<file path="config.mk">
export PLATFORM = sky130hd
export DESIGN_NAME = bkpt_debug_ctrl
export DESIGN_NICKNAME = d
export VERILOG_FILES = /design/src/rtl/bkpt_pkg.sv /design/src/rtl/bkpt_cmp.sv /design/src/rtl/bkpt_cfg_store.sv /design/src/rtl/bkpt_mode_fsm.sv /design/src/rtl/bkpt_capture.sv /design/src/rtl/bkpt_debug_ctrl.sv
export SDC_FILE = /design/constraint.sdc
export NUM_CORES = 1
export LEC_CHECK = 0
export CAP_MARGIN = 25
export CORE_MARGIN = 5
export CORE_UTILIZATION = 47
export CTS_BUF_LIST = sky130_fd_sc_hd__clkbuf_8 sky130_fd_sc_hd__clkbuf_16
export DETAILED_ROUTE_END_ITERATION = 12
export GPL_TIMING_DRIVEN = 1
export PLACE_DENSITY = 0.71
export SYNTH_ARGS = -nofsm -noshare
export SYNTH_HDL_FRONTEND = slang
export SYNTH_SLANG_ARGS = --single-unit
</file>
<file path="constraint.sdc">
create_clock -name clk -period 3.1 [get_ports clk]
set_clock_uncertainty 0.1 [all_clocks]
set_input_delay 0.465 -clock clk [delete_from_list [all_inputs] [get_ports clk]]
set_output_delay 0.465 -clock clk [all_outputs]
set_load 0.02 [all_outputs]
</file>
<file path="src/rtl/bkpt_pkg.sv">
package bkpt_pkg;

    typedef enum logic [1:0] {
        OP_EQ = 2'd0,
        OP_NE = 2'd1,
        OP_LT = 2'd2,
        OP_GT = 2'd3
    } bkpt_op_e;

    typedef enum logic [1:0] {
        MODE_RUN   = 2'd0,
        MODE_DEBUG = 2'd1,
        MODE_STEP  = 2'd2
    } bkpt_mode_e;

    function automatic int unsigned idx_width(input int unsigned n);
        return (n > 1) ? $clog2(n) : 1;
    endfunction

endpackage

</file>
<file path="src/rtl/bkpt_cmp.sv">
module bkpt_cmp
    import bkpt_pkg::*;
#(
    parameter int PW = 8
) (
    input  logic [PW-1:0] probe,
    input  logic [PW-1:0] arg,
    input  bkpt_op_e      op,
    input  logic          armed,
    output logic          hit
);
    logic match;

    always_comb begin
        unique case (op)
            OP_EQ:   match = (probe == arg);
            OP_NE:   match = (probe != arg);
            OP_LT:   match = (probe <  arg);
            OP_GT:   match = (probe >  arg);
            default: match = 1'b0;
        endcase
        hit = armed & match;
    end
endmodule

</file>
<file path="src/rtl/bkpt_cfg_store.sv">
module bkpt_cfg_store
    import bkpt_pkg::*;
#(
    parameter int NPROBE = 4,
    parameter int PW     = 8,
    localparam int IW    = idx_width(NPROBE)
) (
    input  logic               clk,
    input  logic               rst,
    input  logic               we,
    input  logic [IW-1:0]      idx,
    input  logic               en_in,
    input  bkpt_op_e           op_in,
    input  logic [PW-1:0]      arg_in,
    output logic [NPROBE-1:0]  en_vec,
    output logic [2*NPROBE-1:0] op_flat,
    output logic [NPROBE*PW-1:0] arg_flat
);
    for (genvar i = 0; i < NPROBE; i++) begin : g_entry
        logic          en_q;
        bkpt_op_e      op_q;
        logic [PW-1:0] arg_q;
        logic          sel;

        assign sel = we && (idx == IW'(i));

        always_ff @(posedge clk) begin
            if (rst) begin
                en_q  <= 1'b0;
                op_q  <= OP_EQ;
                arg_q <= '0;
            end else if (sel) begin
                en_q  <= en_in;
                op_q  <= op_in;
                arg_q <= arg_in;
            end
        end

        assign en_vec[i]           = en_q;
        assign op_flat[2*i +: 2]   = op_q;
        assign arg_flat[i*PW +: PW] = arg_q;
    end
endmodule

</file>
<file path="src/rtl/bkpt_mode_fsm.sv">
module bkpt_mode_fsm
    import bkpt_pkg::*;
(
    input  logic clk,
    input  logic rst,
    input  logic any_hit,
    input  logic cmd_step,
    input  logic cmd_resume,
    output logic enter,
    output logic clear,
    output logic op_enable,
    output logic dbg_mode
);
    bkpt_mode_e state_q, state_d;
    logic       guard_q;

    assign enter     = (state_q == MODE_RUN) && !guard_q && any_hit;
    assign clear     = (state_q == MODE_DEBUG) && cmd_resume;
    assign op_enable = ((state_q == MODE_RUN) && !enter) || (state_q == MODE_STEP);
    assign dbg_mode  = (state_q != MODE_RUN);

    always_comb begin
        state_d = state_q;
        unique case (state_q)
            MODE_RUN:   if (enter) state_d = MODE_DEBUG;
            MODE_DEBUG: begin
                if (cmd_resume)    state_d = MODE_RUN;
                else if (cmd_step) state_d = MODE_STEP;
            end
            MODE_STEP:  state_d = MODE_DEBUG;
            default:    state_d = MODE_RUN;
        endcase
    end

    always_ff @(posedge clk) begin
        if (rst) begin
            state_q <= MODE_RUN;
            guard_q <= 1'b0;
        end else begin
            state_q <= state_d;
            guard_q <= clear;
        end
    end
endmodule

</file>
<file path="src/rtl/bkpt_capture.sv">
module bkpt_capture
    import bkpt_pkg::*;
#(
    parameter int NPROBE = 4,
    parameter int PW     = 8,
    localparam int IW    = idx_width(NPROBE)
) (
    input  logic                 clk,
    input  logic                 rst,
    input  logic                 enter,
    input  logic                 clear,
    input  logic [NPROBE-1:0]    hits,
    input  logic [NPROBE*PW-1:0] probes,
    input  logic [IW-1:0]        rd_idx,
    output logic [NPROBE-1:0]    hit_vec,
    output logic [PW-1:0]        rd_value
);
    logic [NPROBE-1:0]    hit_q;
    logic [NPROBE*PW-1:0] val_q;

    always_ff @(posedge clk) begin
        if (rst) begin
            hit_q <= '0;
            val_q <= '0;
        end else if (enter) begin
            hit_q <= hits;
            val_q <= probes;
        end else if (clear) begin
            hit_q <= '0;
        end
    end

    always_comb begin
        rd_value = '0;
        for (int k = 0; k < NPROBE; k++) begin
            if (rd_idx == IW'(k)) rd_value = val_q[k*PW +: PW];
        end
    end

    assign hit_vec = hit_q;
endmodule

</file>
<file path="src/rtl/bkpt_debug_ctrl.sv">
module bkpt_debug_ctrl
    import bkpt_pkg::*;
#(
    parameter int NPROBE = 4,
    parameter int PW     = 8,
    localparam int IW    = idx_width(NPROBE)
) (
    input  logic                 clk,
    input  logic                 rst,
    input  logic [NPROBE*PW-1:0] probe_bus,
    input  logic                 cfg_we,
    input  logic [IW-1:0]        cfg_idx,
    input  logic                 cfg_en,
    input  logic [1:0]           cfg_op,
    input  logic [PW-1:0]        cfg_arg,
    input  logic                 cmd_step,
    input  logic                 cmd_resume,
    input  logic [IW-1:0]        rd_idx,
    output logic                 op_enable,
    output logic                 dbg_mode,
    output logic [NPROBE-1:0]    hit_vec,
    output logic [PW-1:0]        rd_value
);
    logic [NPROBE-1:0]    en_vec;
    logic [2*NPROBE-1:0]  op_flat;
    logic [NPROBE*PW-1:0] arg_flat;
    logic [NPROBE-1:0]    hits;
    logic                 any_hit, enter, clear;

    bkpt_cfg_store #(.NPROBE(NPROBE), .PW(PW)) u_cfg (
        .clk(clk), .rst(rst), .we(cfg_we), .idx(cfg_idx),
        .en_in(cfg_en), .op_in(bkpt_op_e'(cfg_op)), .arg_in(cfg_arg),
        .en_vec(en_vec), .op_flat(op_flat), .arg_flat(arg_flat)
    );

    for (genvar i = 0; i < NPROBE; i++) begin : g_cmp
        bkpt_cmp #(.PW(PW)) u_cmp (
            .probe(probe_bus[i*PW +: PW]),
            .arg(arg_flat[i*PW +: PW]),
            .op(bkpt_op_e'(op_flat[2*i +: 2])),
            .armed(en_vec[i]),
            .hit(hits[i])
        );
    end

    assign any_hit = |hits;

    bkpt_mode_fsm u_fsm (
        .clk(clk), .rst(rst), .any_hit(any_hit),
        .cmd_step(cmd_step), .cmd_resume(cmd_resume),
        .enter(enter), .clear(clear),
        .op_enable(op_enable), .dbg_mode(dbg_mode)
    );

    bkpt_capture #(.NPROBE(NPROBE), .PW(PW)) u_cap (
        .clk(clk), .rst(rst), .enter(enter), .clear(clear),
        .hits(hits), .probes(probe_bus), .rd_idx(rd_idx),
        .hit_vec(hit_vec), .rd_value(rd_value)
    );
endmodule

</file>
# [Word-level counts from Yosys, hierarchy flattened]
# Cells that the tools add are included.
[classes] n_lt_le_gt_ge=8 n_eq_ne=30 n_mux=14 bitwise=4 reduce_logical=22
[op_table] op="== test 8 bit" count=4
[op_table] op="> comparator 8 bit" count=4
[op_table] op="< comparator 8 bit" count=4
[op_table] op="2-to-1 mux 8 bit" count=4
[op_table] op="!= test 8 bit" count=4
[op_table] op="== test 2 bit (second input constant)" count=13
[op_table] op="one-hot mux 1 bit (4 select lines)" count=4
[op_table] op="== test 2 x 1 -> 1 bit (second input constant)" count=7
[op_table] op="zero test 2 bit" count=7
[op_table] op="logical AND 1 bit" count=8
[op_table] op="2-to-1 mux 4 bit" count=2
[op_table] op="2-to-1 mux 2 bit" count=3
[op_table] op="one-hot mux 2 bit (3 select lines)" count=1
[op_table] op="AND 1 bit" count=4
[op_table] op="nonzero test 2 bit" count=2
[op_table] op="OR reduction 4 bit" count=1
[op_table] op="!= test 3 bit (second input constant)" count=1
[op_table] op="zero test 1 bit" count=2
[op_table] op="!= test 2 x 1 -> 1 bit (second input constant)" count=1
[op_table] op="AND reduction 2 bit" count=1
[op_table] op="logical OR 1 bit" count=1
[totals] out_inout_bits=14 ff_bits=83

# [Logic depth before layout (Yosys ltp)]
# Gate-level depths: netlist of the first run.
[depth] ltp_word=8 depth_mapped=11 mapped_depth_nobuf=9

# [Modules after synthesis]
# A second synthesis of the first run with hierarchy kept.
[hier_totals] hier_cells=445 area_unflattened_um2=4426.7
[by_module_without_submodules] module="bkpt_cfg_store" n_inst=1 area_per_inst_um2=1799.2 seq_area_each_um2=880.8 cells_per_inst=163
[by_module_without_submodules] module="bkpt_capture" n_inst=1 area_per_inst_um2=1477.7 seq_area_each_um2=720.7 cells_per_inst=130
[by_module_without_submodules] module="bkpt_cmp" n_inst=4 area_per_inst_um2=251.5 seq_area_each_um2=0.0 cells_per_inst=34
[by_module_without_submodules] module="bkpt_mode_fsm" n_inst=1 area_per_inst_um2=136.4 seq_area_each_um2=60.1 cells_per_inst=15
[by_module_without_submodules] module="bkpt_debug_ctrl" n_inst=1 area_per_inst_um2=7.5 seq_area_each_um2=0.0 cells_per_inst=1

# [Worst setup path after synthesis of the first run]
# OpenSTA, ideal clock, no wires.
[synth_timing] path_kind="input to output" startpoint="in probe_bus[17]" endpoint="out op_enable" path_stages=10 slack_ns=0.155 t_required_ns=2.535 arrival_ns=2.380 cell_sequence="ha_1 -> nor2b_1 -> o211ai_1 -> a21boi_1 -> o2111ai_1 -> a21bo_2 -> o31a_1 -> buf_6 -> buf_12 -> nor2_1"
[synth_between] elab_chain_len=8 elab_cells_between_ends=11 classes_between="2 x order compare; 2 x eq/ne; 1 x mux; 1 x bitwise; 5 x reduce/logical"
[synth_rtl] item="start, declared" line="bkpt_debug_ctrl.sv:10" rtl="input logic [NPROBE*PW-1:0] probe_bus,"
[synth_rtl] item="> comparator 8 bit (tied with other cells)" line="bkpt_cmp.sv:19" rtl="OP_GT: match = (probe > arg);"
[synth_rtl] item="one-hot mux 1 bit (4 select lines) (*)" line="bkpt_cmp.sv:15" rtl="unique case (op)"
[synth_rtl] item="AND 1 bit (*)" line="bkpt_cmp.sv:22" rtl="hit = armed & match;"
[synth_rtl] item="OR reduction 4 bit (*)" line="bkpt_debug_ctrl.sv:46" rtl="assign any_hit = |hits;"
[synth_rtl] item="logical AND 1 bit (*)" line="bkpt_mode_fsm.sv:17" rtl="assign enter = (state_q == MODE_RUN) && !guard_q && any_hit;"
[synth_rtl] item="zero test 1 bit (*)" line="bkpt_mode_fsm.sv:19" rtl="assign op_enable = ((state_q == MODE_RUN) && !enter) || (state_q == MODE_STEP);"
[synth_rtl] item="logical AND 1 bit (*)" line="bkpt_mode_fsm.sv:19"
[synth_rtl] item="logical OR 1 bit (*)" line="bkpt_mode_fsm.sv:19"
[synth_rtl] item="end, declared" line="bkpt_debug_ctrl.sv:19" rtl="output logic op_enable,"
# Every way passes the cells marked *; elsewhere a longest branch is shown, timed or not.

# [Worst setup path in the final report of the first run]
[layout_timing] startpoint="in probe_bus[2]" endpoint="out op_enable"
# Same word-level chain as after synthesis.

==> impl_results.md, run 1 <==
* Initial core utilization at 48.3%
* Num Clock Sinks at 83
* Clk pin slew, worst setup/hold paths at 70 ps
* DRT antenna net count at 0
* H-tree depth at 3
* FF+latch count, synth at 83
* Initial antenna violation count at 0
* Root buf cell: clkbuf_8
* Syn Area/Cell at 9.07 um2
* CTS tree: done
* Ant diodes at 0
* Setup violators final at 0
* Chip Height at 107 um
* CTS Buf Count at 9
* I/O pin count at 66
* Number of buffers added on ports at 65
* Largest net degree at the start of global routing at 80
* Number of synthesis warnings at 0
* Data arrival, critical path at 2450 ps
* Hold path depth at 3
* CP required at 2530 ps
* Layout cell share with drive strength beyond 1 at 15.8%
* Power per cell area at 386 nW/um2
* Worst-Margin Slew at 745 ps
* Final Cell Area at 5750 um2
* Die area at 11,500 um2
* Worst skew pair latency at 350 ps
* Grt total ovfl at 0
* DRC Markers at 0
* CP max FO at 2
* Max cap viols at 0
* Hold Fails Final Rpt at 0
* R2R Setup Slk at 260 ps
* Setup Crit Path Kind: in2out
* Max IR drop VDD at 223 uV
* Reg2reg path depth at 10
* Final Net Count at 660
* Util after Layout at 62.2%
* Mapped Area at 4460 um2
* Multi-input combinational cell area at 2700 um2
* Hold_sp: probe_bus[16]
* Startpoint Class: input pin
* GP Congestion at 0.830
* Status: finished clean
* Cell Area, Placed at 5360 um2
* Final Cycle Share at 97.1%
* GRT Total Usage at 20.2%
* Leak at 2.23 nW
* RR Endpoint: u_cap.val_q[1]
* Final Total Pwr at 2.22 mW
* Slew Limit Headroom at 50.2%
* Worst Hold Class: in2reg
* Die Span X at 107 um
* Core area at 9240 um2
* Area growth syn-to-layout at 28.9%
* Seq/Total Area, Yosys at 37.3%
* R2R Path Start: u_cfg.g_entry[1].arg_q[5]
* Ys flop type: dfxtp_1
* Final worst setup slack at 88.7 ps
* Worst Hold Path EP: u_cap.val_q[16]
* Vias at 3,652
* DP Wirelength at 8.65 mm
* Crit path capture type: output port
* DRT Pass-1 Iters at 4
* Max Root-Sink Buffers at 2
* Syn Nets at 576
* Synth async-reset ratio at 0%
* Number of library cell types mapped by synthesis at 45
* Vias in the first global route at 3,741
* Post-DR vias/cell at 5.14
* Reg area at 1670 um2
* Post-place setup slack at -666 ps
* DR WL/cell at 16.0 um
* Gate Count Post-Synth at 492
* Initial DRC count at 169
* First-pass GRT wire length at 18.5 mm
* Tmin final at 3010 ps
* Row count at 35
* Slew Viols, Final at 0
* Max Clock Freq at 0.332 GHz
* Routed WL at 11.4 mm
* Count of flip-flops with a built-in enable after synthesis at 0
* Fillers at 787
## placed cells by master, fill, tap and decap left out, types with 6 or more instances in the layout
cell type        count
buf_4               32
mux4_2               8
nand2b_1            67
nor2_1              34
nand2_1             53
dlymetal6s2s_1       7
o21ai_1              6
clkbuf_8            10
a21oi_1             33
dfxtp_1             79
dlygate4sd2_1       23
ha_4                10
nor2b_1              6
ha_1                21
clkdlybuf4s50_1     33
inv_1               35
mux2i_1             47
## routing by layer
metal	share of wire, %	vias to the layer above	global-route usage, %
li1	-	1850	-
met1	46	1713	26.1
met2	49	71	33.5
met3	3.2	18	3.36
met4	2.0	0	8.57
met5	0	-	0
## timing repair
item / CTS / global route
resized for setup: 42 / 24
buffers inserted: 2 / 1
endpoints found under the setup margin: 1 / 12
hold buffers: 0 / 0
gates cloned: 0 / 0
pin swaps: 30 / 17
## flip-flops by register name, indices dropped and copies added (netlist names)
signal and cells:
u_fsm.state_q 2, u_cfg.g_entry.en_q 4, u_cap.hit_vec 4, u_fsm.guard_q 1, u_cfg.g_entry.arg_q 32, u_cap.val_q 32
u_cfg.g_entry.op_q 8
## how the worst max path moves through the flow
stage / startpoint / endpoint / slack (ps) / cells past startpoint
floorplan: probe_bus[17] / op_enable / 150 / 10
global placement: probe_bus[17] / op_enable / -570 / 10
detailed placement: probe_bus[21] / op_enable / -670 / 9
CTS: probe_bus[6] / op_enable / 1 / 10
global route: u_cfg.g_entry[2].arg_q[6] / op_enable / -0.8 / 9
finish: probe_bus[2] / op_enable / 90 / 9
## final cells by class
class | count | share of cell area (%)
clock buffers | 10 | 2.39
clock inverters | 6 | 1.00
inverters | 35 | 2.29
multi-input cells | 349 | 46.9
flip-flops and latches | 83 | 29.0
well taps | 129 | 2.81
repair buffers | 98 | 15.6
## worst max-delay path: stages
cell and delay [ps]:
clkdlybuf4s50_1 460, ha_1 330, nand4_1 140, o211ai_1 210
a21oi_1 50, o21bai_2 220, o31a_4 370, nor2_4 80
buf_6 120
## cell families (layout without fill, tap and decap cells)
group / Yosys count / count (layout) / synth area share (%)
DFF: 83 / 83 / 37.3
muxes: 55 / 55 / 14.6
buffers and inverters: 60 / 149 / 6.31
AOI/OAI and AO/OA: 76 / 76 / 11.1
and+or+nand+nor: 186 / 186 / 21.8
adders and majority gates: 32 / 32 / 8.98
## through the flow
step                      instances  hold WS (ps)  TNS (ps)
final                           710           357         0
after global routing            710           355    -0.826
after CTS                       709           359         0
after detailed placement        691           348    -10160
after global placement          691           344     -9530
after floorplan                 492           336         0
## synth_stat cells (5+ instances only)
cell type	instances	area [um2]
and4_1	5	43.8
ha_1	32	400
o211ai_1	5	37.5
mux2i_1	47	470
nand3b_1	5	37.5
clkbuf_1	18	67.6
inv_1	35	131
nor2b_1	6	37.5
nor2_1	35	131
nand2b_1	67	419
dfxtp_1	83	1660
nand2_1	53	199
a21oi_1	36	180
mux4_2	8	180
o21ai_0	6	30.0
## power by group
group	total [mW]	switching, mW	internal (mW)
clock network	0.771	0.383	0.387
registers	1.11	0.0153	1.09
logic	0.341	0.167	0.175
Note: power is estimated with default switching activity, not from simulation.
==> inputs of run 2 (changes only) <==
--- a/config.mk
+++ b/config.mk
@@ -5,13 +5,14 @@
 export SDC_FILE = /design/constraint.sdc
 export NUM_CORES = 1
 export LEC_CHECK = 0
+export ABC_AREA = 1
 export CAP_MARGIN = 25
-export CORE_MARGIN = 5
+export CORE_MARGIN = 1
 export CORE_UTILIZATION = 47
 export CTS_BUF_LIST = sky130_fd_sc_hd__clkbuf_8 sky130_fd_sc_hd__clkbuf_16
 export DETAILED_ROUTE_END_ITERATION = 12
 export GPL_TIMING_DRIVEN = 1
-export PLACE_DENSITY = 0.71
+export PLACE_DENSITY = 0.72
 export SYNTH_ARGS = -nofsm -noshare
 export SYNTH_HDL_FRONTEND = slang
 export SYNTH_SLANG_ARGS = --single-unit
==> constraint.sdc (replaced) <==
create_clock -name clk -period 2.9 [get_ports clk]
set_clock_uncertainty 0.1 [all_clocks]
set_input_delay 0.435 -clock clk [delete_from_list [all_inputs] [get_ports clk]]
set_output_delay 0.435 -clock clk [all_outputs]
set_load 0.02 [all_outputs]
==> run 2 against run 1 <==
  * Cell area decreased by 7.0%
  * Synthesized area decreased by 9.3%
  * Sequential power increased by 11%
  * Hold slack got worse by 71 ps
  * Critical path type unchanged
  * Largest cell class unchanged
  * Highest routed layer unchanged
==> impl_results.md, run 2 <==
* Status: finished clean
* Worst skew pair latency at 350 ps
* Synth async-reset ratio at 0%
* Routed WL at 10.4 mm
* Max cap viols at 0
* Largest net degree at the start of global routing at 75
* Seq/Total Area, Yosys at 41.1%
* CTS tree: done
* Final Cell Area at 5350 um2
* Vias at 3,768
* Top cells by area, synth: dfxtp_1 41%, nor2_1 10%, ha_1 9.9%
* Syn Nets at 644
* Mapped Area at 4050 um2
* Area growth syn-to-layout at 32.2%
* Core area at 8260 um2
* DRT antenna net count at 0
* Ant diodes at 0
* CTS Buf Count at 9
* Layout cell share with drive strength beyond 1 at 12.3%
* Die area at 8980 um2
* Synth area leader: dfxtp_1
* Fillers at 718
* GRT Total Usage at 24.3%
* Setup violators final at 0
* Cell Area, Placed at 4870 um2
* Chip Height at 94.8 um
* Slew Limit Headroom at 62.6%
* Hold Fails Final Rpt at 0
* Power per cell area at 480 nW/um2
* First-pass GRT wire length at 16.8 mm
* Cts hold-fix bufs at 0
* Initial core utilization at 49.0%
* Post-DR vias/cell at 5.06
* CP max FO at 2
* Clk pin slew, worst setup/hold paths at 90 ps
* Number of library cell types mapped by synthesis at 23
* Row count at 33
* Data arrival, critical path at 2240 ps
* Yosys top cell area share at 41.1%
* Grt total ovfl at 0
* Regs by FF count: u_cap.val_q x32, u_cfg.g_entry.arg_q x32, u_cfg.g_entry.op_q x8
* H-tree depth at 3
* Syn Area/Cell at 7.22 um2
* Commonest cells after routing, fill and taps aside: 100 x nor2_1, 83 x dfxtp_1, 72 x nand2_1
* Vias in the first global route at 3,661
* Max Root-Sink Buffers at 2
* Gate Count Post-Synth at 560
* Worst-Margin Slew at 559 ps
* Slew Viols, Final at 0
* Worst Hold Class: in2reg
* DP Wirelength at 7.63 mm
* Startpoint Class: input pin
* DR WL/cell at 14.0 um
* Most common cell in the netlist: nor2_1
* Number of buffers added on ports at 65
* Commonest non-fill, non-tap cell in the layout: nor2_1
* Final Cycle Share at 95.7%
* Initial DRC count at 127
* DRC Markers at 0
* Final Net Count at 719
* Initial antenna violation count at 0
* Leak at 2.44 nW
* RSZ-0062 raised after global routing: true
* DRT Pass-1 Iters at 4
* Tmin final at 2780 ps
* GP Congestion at 0.859
* Util after Layout at 64.7%
* Reg area at 1660 um2
* Multi-input combinational cell area at 2210 um2
* Root buf cell: clkbuf_8
* CP required at 2370 ps
* Max IR drop VDD at 274 uV
* Die Span X at 94.8 um
* Ys flop type: dfxtp_1
* Post-synth top cells: 113 x nor2_1, 83 x dfxtp_1, 75 x nand2_1
* Setup Crit Path Kind: in2out
* Num Clock Sinks at 83
* FF+latch count, synth at 83
* Max Clock Freq at 0.360 GHz
* Crit path capture type: output port
* I/O pin count at 66
* Count of flip-flops with a built-in enable after synthesis at 0
* Number of synthesis warnings at 0
run 2: cell types whose count changed after synthesis, sizes merged, moves of 16 or more:
cell    delta
nor2      +80
nand2     +24
inv       +26
o21ai     +65
nand2b    -67
nand3     +16
a21oi     +20
mux2i     -47
run 2: metrics by stage:
stage	std cells	power [mW]	setup TNS, ps	setup slack (ps)	hold WS, ps
floorplan	560	1.51	0	325	333
global placement	729	1.69	-702	-486	342
detailed placement	729	1.70	-1240	-494	351
CTS	745	2.55	0	4.88	364
global route	745	2.69	-29.8	-29.8	295
finish	745	2.57	0	124	286
run 2: layout make-up:
cell class | count | share of cell area, %
multi-input cells | 391 | 41.4
flip-flops and latches | 83 | 31.1
repair buffers | 87 | 16.8
inverters | 63 | 4.42
clock buffers | 10 | 2.57
well taps | 105 | 2.46
clock inverters | 6 | 1.22
run 2: final timing paths:
kind / from / to / slack, ps / cells after the start
worst min-delay path: probe_bus[16] / u_cap.val_q[16] / 290 / 3
worst min register to register: u_cfg.g_entry[3].arg_q[2] / u_cfg.g_entry[3].arg_q[2] / 360 / 2
worst max-delay path: probe_bus[12] / op_enable / 120 / 15
worst max register to register: u_cfg.g_entry[2].arg_q[5] / u_cap.hit_vec[1] / 530 / 16
run 2: cell families after synthesis:
logic type | synth area share (%)
AO/OA/AOI/OAI | 18.7
buffers and inverters | 9.09
flip-flops | 41.1
AND/OR/NAND/NOR | 21.2
adder cells (fa/ha/maj) | 9.90
run 2: worst max-delay path, stage by stage:
cell and delay [ps]:
clkdlybuf4s50_1 430, ha_1 230, a21oi_2 140, nor2_1 60, nor2_2 100, nand3_1 110
nand3_1 90, nand2_1 80, nor2_4 140, nor2_2 50, nand2_2 70, nand2_2 60
inv_2 80, nor2_2 40, buf_6 130
run 2: metal layers:
metal	track usage (%)	part of all wire, %
met5	0	0
met4	9.97	2.2
met3	3.22	3.8
met2	41.8	47
met1	30.4	47
run 2: where the power goes:
group	total (mW)	switching, mW	internal [mW]
Clock	0.857	0.435	0.422
Sequential	1.23	0.0282	1.20
Combinational	0.484	0.263	0.221
run 2: what timing repair did:
| action | in CTS | in global routing |
|---|---|---|
| resized for setup | 15 | 58 |
| setup buffers | 0 | 0 |
| pin swaps | 11 | 19 |
| setup endpoints to repair | 1 | 5 |
